## src/rtl/ioacc_pkg.sv

```systemverilog
package ioacc_pkg;

    localparam int OFF_W   = 5;
    localparam int LANES   = 4;
    localparam int GRP_W   = 2;
    localparam int LANE_IW = $clog2(LANES);

    typedef enum logic {
        MODE_WORD  = 1'b0,
        MODE_DWORD = 1'b1
    } mode_t;

    typedef enum logic [2:0] {
        TGT_NONE = 3'd0,
        TGT_PROM = 3'd1,
        TGT_RDP  = 3'd2,
        TGT_RAP  = 3'd3,
        TGT_RST  = 3'd4,
        TGT_BDP  = 3'd5
    } target_t;

    typedef struct packed {
        logic    legal;
        logic    trig;
        target_t tgt;
    } decode_t;

endpackage

```

## src/rtl/ioacc_word_map.sv

```systemverilog
module ioacc_word_map
    import ioacc_pkg::*;
(
    input  logic             is_write,
    input  logic [OFF_W-1:0] off,
    input  logic [LANES-1:0] be_n,
    output decode_t          dec
);

    logic [LANES-1:0] half_pat;
    logic [LANES-1:0] byte_pat;
    logic             in_prom;
    logic             reg_even;

    always_comb begin
        half_pat = off[1] ? 4'b0011 : 4'b1100;
        byte_pat = ~(4'b0001 << off[LANE_IW-1:0]);
        in_prom  = ~off[OFF_W-1];
        reg_even = off[OFF_W-1] & ~off[3] & ~off[0];
    end

    always_comb begin
        dec       = '0;
        dec.tgt   = TGT_NONE;
        if (in_prom) begin
            if (!is_write && be_n == byte_pat) begin
                dec.legal = 1'b1;
                dec.tgt   = TGT_PROM;
            end else if (!off[0] && be_n == half_pat) begin
                dec.legal = 1'b1;
                dec.tgt   = TGT_PROM;
            end
        end else if (reg_even) begin
            if (be_n == half_pat) begin
                dec.legal = 1'b1;
                unique case (off[2:1])
                    2'd0: dec.tgt = TGT_RDP;
                    2'd1: dec.tgt = TGT_RAP;
                    2'd2: dec.tgt = TGT_RST;
                    2'd3: dec.tgt = TGT_BDP;
                endcase
            end else if (off[2:1] == 2'd0 && is_write && be_n == '0) begin
                dec.legal = 1'b1;
                dec.trig  = 1'b1;
                dec.tgt   = TGT_RDP;
            end
        end
    end

    always_comb begin
        assert (!dec.trig || (dec.legal && dec.tgt == TGT_RDP))
            else $error("p_trig_is_rdp_r6");
    end

endmodule

```

## src/rtl/ioacc_dword_map.sv

```systemverilog
module ioacc_dword_map
    import ioacc_pkg::*;
(
    input  logic [OFF_W-1:0] off,
    input  logic [LANES-1:0] be_n,
    output decode_t          dec
);

    logic full_aligned;

    always_comb begin
        full_aligned = (be_n == '0) && (off[1:0] == 2'b00);
        dec          = '0;
        dec.tgt      = TGT_NONE;
        if (full_aligned) begin
            dec.legal = 1'b1;
            if (!off[OFF_W-1]) begin
                dec.tgt = TGT_PROM;
            end else begin
                unique case (off[3:2])
                    2'd0: dec.tgt = TGT_RDP;
                    2'd1: dec.tgt = TGT_RAP;
                    2'd2: dec.tgt = TGT_RST;
                    2'd3: dec.tgt = TGT_BDP;
                endcase
            end
        end
    end

endmodule

```

## src/rtl/ioacc_mode_fsm.sv

```systemverilog
module ioacc_mode_fsm
    import ioacc_pkg::*;
(
    input  logic  clk,
    input  logic  rst_n,
    input  logic  switch_req,
    output mode_t mode
);

    mode_t state_q;
    mode_t state_d;

    always_ff @(posedge clk or negedge rst_n) begin
        if (!rst_n) state_q <= MODE_WORD;
        else        state_q <= state_d;
    end

    always_comb begin
        state_d = state_q;
        unique case (state_q)
            MODE_WORD:  if (switch_req) state_d = MODE_DWORD;
            MODE_DWORD: state_d = MODE_DWORD;
        endcase
    end

    assign mode = state_q;

    p_mode_sticky_r8: assert property (@(posedge clk) disable iff (!rst_n)
        state_q == MODE_DWORD |=> state_q == MODE_DWORD);

    p_switch_cause_r6: assert property (@(posedge clk) disable iff (!rst_n)
        (state_q == MODE_WORD && switch_req) |=> state_q == MODE_DWORD);

endmodule

```

## src/rtl/ioacc_decoder.sv

```systemverilog
module ioacc_decoder
    import ioacc_pkg::*;
(
    input  logic             clk,
    input  logic             rst_n,
    input  logic             acc_valid,
    input  logic             acc_write,
    input  logic [OFF_W-1:0] acc_off,
    input  logic [LANES-1:0] acc_be_n,
    output logic             sel_prom,
    output logic             sel_rdp,
    output logic             sel_rap,
    output logic             sel_rst,
    output logic             sel_bdp,
    output logic [GRP_W-1:0] prom_grp,
    output logic [LANES-1:0] lane_mask,
    output logic             access_err,
    output logic             dword_mode
);

    decode_t dec_word;
    decode_t dec_dword;
    decode_t dec_act;
    mode_t   mode;
    logic    switch_req;

    ioacc_word_map u_word (
        .is_write (acc_write),
        .off      (acc_off),
        .be_n     (acc_be_n),
        .dec      (dec_word)
    );

    ioacc_dword_map u_dword (
        .off  (acc_off),
        .be_n (acc_be_n),
        .dec  (dec_dword)
    );

    always_comb begin
        unique case (mode)
            MODE_WORD:  dec_act = dec_word;
            MODE_DWORD: dec_act = dec_dword;
        endcase
    end

    assign switch_req = acc_valid & acc_write & dec_act.trig;

    ioacc_mode_fsm u_fsm (
        .clk        (clk),
        .rst_n      (rst_n),
        .switch_req (switch_req),
        .mode       (mode)
    );

    always_comb begin
        sel_prom   = 1'b0;
        sel_rdp    = 1'b0;
        sel_rap    = 1'b0;
        sel_rst    = 1'b0;
        sel_bdp    = 1'b0;
        prom_grp   = '0;
        lane_mask  = '0;
        access_err = acc_valid & ~dec_act.legal;
        if (acc_valid && dec_act.legal) begin
            lane_mask = ~acc_be_n;
            unique case (dec_act.tgt)
                TGT_PROM: begin
                    sel_prom = 1'b1;
                    prom_grp = acc_off[3:2];
                end
                TGT_RDP:  sel_rdp = 1'b1;
                TGT_RAP:  sel_rap = 1'b1;
                TGT_RST:  sel_rst = 1'b1;
                TGT_BDP:  sel_bdp = 1'b1;
                default:  ;
            endcase
        end
    end

    assign dword_mode = (mode == MODE_DWORD);

    p_sel_onehot_r9: assert property (@(posedge clk) disable iff (!rst_n)
        $onehot0({sel_prom, sel_rdp, sel_rap, sel_rst, sel_bdp}));

    p_err_no_sel_r5: assert property (@(posedge clk) disable iff (!rst_n)
        access_err |-> ({sel_prom, sel_rdp, sel_rap, sel_rst, sel_bdp} == 5'b0
                        && lane_mask == '0));

    p_dword_full_r7: assert property (@(posedge clk) disable iff (!rst_n)
        (dword_mode && lane_mask != '0) |-> (acc_be_n == '0 && acc_off[1:0] == 2'b00));

    p_idle_quiet_r1: assert property (@(posedge clk) disable iff (!rst_n)
        !acc_valid |-> (!access_err && lane_mask == '0 && !sel_prom && !sel_rdp));

    p_rise_by_switch_r6: assert property (@(posedge clk) disable iff (!rst_n)
        $rose(dword_mode) |-> $past(acc_valid && acc_write && acc_off == 5'h10
                                    && acc_be_n == 4'h0));

endmodule

```

## config.mk

```make
export PLATFORM = sky130hd
export DESIGN_NAME = ioacc_decoder
export DESIGN_NICKNAME = d
export VERILOG_FILES = /design/src/rtl/ioacc_pkg.sv /design/src/rtl/ioacc_word_map.sv /design/src/rtl/ioacc_dword_map.sv /design/src/rtl/ioacc_mode_fsm.sv /design/src/rtl/ioacc_decoder.sv
export SDC_FILE = /design/constraint.sdc
export NUM_CORES = 1
export LEC_CHECK = 0
export ABC_CLOCK_PERIOD_IN_PS = 2700
export BUFFER_PORTS_ARGS = -buffer_cell sky130_fd_sc_hd__buf_4
export CORE_MARGIN = 2
export CORE_UTILIZATION = 35
export CTS_BUF_LIST = sky130_fd_sc_hd__clkbuf_4
export CTS_CLUSTER_SIZE = 16
export DETAILED_ROUTE_END_ITERATION = 10
export GPL_ROUTABILITY_DRIVEN = 0
export PLACE_DENSITY = 0.66
export SLEW_MARGIN = 20
export SYNTH_ARGS = -nofsm -noshare
export SYNTH_HDL_FRONTEND = slang
export SYNTH_SLANG_ARGS = --single-unit
```

## constraint.sdc

```tcl
create_clock -name clk -period 2.7 [get_ports clk]
set_input_delay 0.27 -clock clk [delete_from_list [all_inputs] [get_ports clk]]
set_output_delay 0.27 -clock clk [all_outputs]
set_load 0.02 [all_outputs]
```

======== Word level (Yosys, flattened, before mapping) ========
Index checks and enable logic that the tools add are counted.
W data, S select, Z words.
storage, ports and cells
  register bits after elaboration ......... 1
  output and inout bits ................... 13
  word-level logic and storage cells ...... 72
cells by class
  shift operators ......................... 1
  bitwise gates (word level) .............. 11
  muxes and demuxes ....................... 34
  reductions and logical operators ........ 12
  equal/unequal tests ..................... 13
operators with widths
  operator               count
  $pmux W3 S4            2
  $mux W1                19
  $mux W3                5
  $mux W5                2
  $pmux W5 S2            1
  $eq A2 B2 Y1 const B   4
  $eq A4 B4 Y1           2
  $mux W4                2
  $not A4 Y4             2
  $eq A3 B2 Y1 const B   2
  $eq A3 B3 Y1 const B   2
  $logic_and A1 B1 Y1    6
  $logic_not A2 Y1       3
  $and A1 B1 Y1          5
  $eq A2 B1 Y1 const B   2
  $logic_not A4 Y1       1
  $mux W2                2
  $not A1 Y1             4
  $shl A1 B2 Y4 const A  1
  $eq A3 B1 Y1 const B   1
  $logic_not A1 Y1       2
  $pmux W1 S2            1

======== Depth between registers and ports, before layout ========
  depth after elaboration ................. 11
  depth in mapped cells ................... 6

======== Cells and area by module ========
Synthesis repeated with hierarchy kept, for this count alone.
unflattened totals
  cell total of the unflattened synthesis .. 71
  area total of the unflattened synthesis .. 531.8 µm²
modules (own cells, without submodules)
  module           times used  cells each  area an instance (µm²)
  ioacc_decoder    1           30          230.2
  ioacc_word_map   1           28          193.9
  ioacc_dword_map  1           11          76.3
  ioacc_mode_fsm   1           2           31.3

======== Worst setup path before layout ========
No wires, ideal clock.
  path type ............................... register -> output
  start ................................... reg u_fsm.state_q, in the netlist u_fsm.mode
  end ..................................... out prom_grp[1]
  cell stages (with the launch flop) ...... 7
  buffers on the path ..................... 1
  arrival time ............................ 1.818 ns
  path slack .............................. 0.612 ns
  required time ........................... 2.430 ns
  path through ............................ dfrtp_1 -> clkbuf_1 -> nor4b_2 -> nand4_1 -> o21ai_0 -> a211oi_2 -> nor3b_1
on the way
  word-level cells in the longest chain between the ends .. 5
  elaborated cells on any way between the ends .. 6
RTL lines
  what                      RTL line              text
  start: declaration        ioacc_mode_fsm.sv:10  mode_t state_q;
  start signal: assignment  ioacc_mode_fsm.sv:15  else state_q <= state_d;
  $not A1 Y1                ioacc_decoder.sv:41   unique case (mode)
  $pmux W5 S2 (*)           ioacc_decoder.sv:41
  $eq A3 B1 Y1              ioacc_decoder.sv:67   unique case (dec_act.tgt)
  $mux W2                   ioacc_decoder.sv:67
  $mux W2 (*)               ioacc_decoder.sv:65   if (acc_valid && dec_act.legal) begin
  end: declaration          ioacc_decoder.sv:15   output logic [GRP_W-1:0] prom_grp,
Every way passes the cells marked *; elsewhere a longest branch is shown, timed or not.

======== Final worst setup path ========
  start ................................... in acc_off[1]
  end ..................................... out sel_rap
on the way
  word-level cells in the longest chain between the ends .. 11
  elaborated cells on any way between the ends .. 33
RTL lines
  what                                                             RTL line             text
  start: declaration                                               ioacc_decoder.sv:8   input logic [OFF_W-1:0] acc_off,
  parallel branches: the longest is 7 deep, another holds $mux W5  --
  $pmux W5 S2 (*)                                                  ioacc_decoder.sv:41
  $eq A3 B2 Y1                                                     ioacc_decoder.sv:67
  $mux W1                                                          ioacc_decoder.sv:67
  $mux W1 (*)                                                      ioacc_decoder.sv:65
  end: declaration                                                 ioacc_decoder.sv:12  output logic sel_rap,
Mark *: on every way between the ends.

==> flow_metrics.tcl <==
set metrics [dict create \
    status "complete, no violations" \
    synth_area_per_cell_um2 7.548 \
    antennaDiodeCount 0 \
    synth_most_common_cell "nor2_1" \
    grt_pass1_wl_mm 2.021 \
    pwr_density_cell_nw_per_um2 103.7 \
    synth_area_leaders "nor3b_1 (9.6%), nor2_1 (7.2%), a2111oi_4 (5.9%)" \
    power.switching_w 0.00002904 \
    grt_pass1_vias 455 \
    holdBufCountCts 0 \
    hold_class "in -> async" \
    comb_power_share_pct 77.8 \
    drv_slew 0 \
    vias 571 \
    num_rows 13 \
    start_kind "input port" \
    worstSetupPathType "in -> out" \
    r2r_slack_ns 1.88 \
    grt_max_degree 12 \
    largest_reg_flops 1 \
    syn-cell-area_um2 467.9 \
    tns_ns 0 \
    ant_nets 0 \
    p_int_w 0.00003957 \
    synth_edf_count 0 \
    synthArstFlopShare_pct 100.0 \
    grtUsageTotal_pct 17.34 \
    layout_setup_ws_ns 0.6411 \
    drive_gt1_share_pct 41.67 \
    rsz0062_at_grt "no" \
    dpl_worst_slack_ns 0.6393 \
    path_max_fanout 4 \
    peakVddDrop_mv 0.05310 \
    core-area_um2 1269 \
    seqPwrFrac_pct 22.2 \
    synth_ff_type "dfrtp_1" \
    hold_slack_ns 0.04500 \
    fin_nets 99 \
    die_h_um 40.57 \
    required_ns 2.43 \
    leakage_nw 0.2903 \
    r2r_end "u_fsm.mode" \
    fp.dieW_um 40.57 \
    clkTransAtPathRegs_ns 0 \
    fill_cells 137 \
    synth_seq_cells 1 \
    syn_nets 75 \
    cts_resized 0 \
    dr.pass1.iters 4 \
    synthDistinctLibCells 34 \
    end_kind "output pin" \
    slew_headroom_pct 74.44 \
    arrival_ns 1.79 \
    port_buffers 25 \
    yosys.area.top_type "nor3b_1" \
    dieArea_um2 1646 \
    ys_seq_area_share_pct 5.348 \
    synth_top_area_share_pct 9.626 \
    place_hpwl_mm 1.098 \
    synth_commonest_cells "nor2_1 (9), nor3b_1 (6), nor3_1 (5)" \
    ioPinCount 26 \
    wl_per_cell_um 13.32 \
    initial_core_util_pct 36.88 \
    hold_violations 0 \
    p_clk_share_pct 0 \
    tightest_slew_ns 0.3805 \
    fmax_mhz 485.7 \
    cts_setup_buffers 0 \
    power.share.switching_pct 42.33 \
    skew_ns 0 \
    drt-initial-drc-count 11 \
    clock_latency_ns 0 \
    drv_cap 0 \
    grt_remaining_overflow 0 \
    ff2ff_path_depth 2 \
    yosys_warnings 0 \
    antenna_found_initial 0 \
    reg2reg_from "u_fsm.mode" \
    totalWireLength_mm 1.319 \
    synth_cells 62 \
    period_minus_slack_ns 2.059 \
    finalSetupViolCount 0 \
    area_growth_pct 41.44 \
    post-route-period-util_pct 76.26 \
    via_per_inst 5.768 \
    drc 0 \
]
layer usage:
| layer | global-route usage (%) | wire length [µm] |
|---|---|---|
| met5 | 0 | 0 |
| met4 | 0 | 0 |
| met3 | 0 | 111 |
| met2 | 34.13 | 614 |
| met1 | 21.79 | 593 |
area by class of cell:
| type | instances | area [µm²] | share of cell area, % |
|---|---|---|---|
| well taps | 15 | 18.77 | 2.836 |
| inverters | 1 | 3.754 | 0.5671 |
| flip-flops and latches | 1 | 25.02 | 3.781 |
| repair buffers | 25 | 187.7 | 28.36 |
| multi-input cells | 57 | 426.7 | 64.46 |
cell families (layout without fill, tap and decap cells):
family / count (synthesis) / after routing / share of synthesized area, %
compound gates: 15 / 15 / 33.69
buf+inv: 4 / 26 / 3.475
flops: 1 / 1 / 5.347
simple gates: 42 / 42 / 57.49
critical path, cell delays in order:
cell and delay, ns:
buf_4 0.12, nor3_1 0.35, nand3_1 0.20, o21ai_0 0.30, a211oi_2 0.12, nor4_2 0.24, buf_4 0.18
placed cells by master, fill, tap and decap left out, types with 2 or more instances in the layout:
cell      instances
buf_4            25
nor2_1            9
nor3b_1           6
nor3_1            5
nand2b_1          3
and3b_1           3
nand3_1           3
a21oi_1           2
o21ai_1           2
nand2_1           2
and3_1            2
metrics by stage:
step | utilization [%] | area [µm²] | power [W] | cells
final | 52.17 | 661.9 | 0.00006862 | 99
after floorplan | - | 467.9 | 0.00004207 | 62
after detailed placement | 52.17 | 661.9 | 0.00006843 | 99
after CTS | 52.17 | 661.9 | 0.00006855 | 99
after global placement | 52.17 | 661.9 | 0.00006822 | 99
after global routing | 52.17 | 661.9 | 0.00007331 | 99
worst max path at each step:
stage	endpoint	from	depth (start not counted)	slack (ns)
6_report	sel_rap	acc_off[1]	7	0.64
5_1_grt	sel_rap	acc_off[1]	7	0.47
4_1_cts	sel_rap	acc_be_n[3]	7	0.64
3_5_place_dp	sel_rap	acc_be_n[3]	7	0.64
3_3_place_gp	sel_rap	acc_be_n[3]	7	0.67
2_1_floorplan	prom_grp[1]	u_fsm.mode	6	0.61
power groups by stage:
stage	combinational [W]	sequential [W]	clock (W)
after floorplan	0.0000268	0.0000153	0
after global placement	0.0000530	0.0000153	0
after detailed placement	0.0000532	0.0000153	0
after CTS	0.0000533	0.0000153	0
after global routing	0.0000580	0.0000153	0
final	0.0000534	0.0000153	0
(Power assumes the default switching activity.)
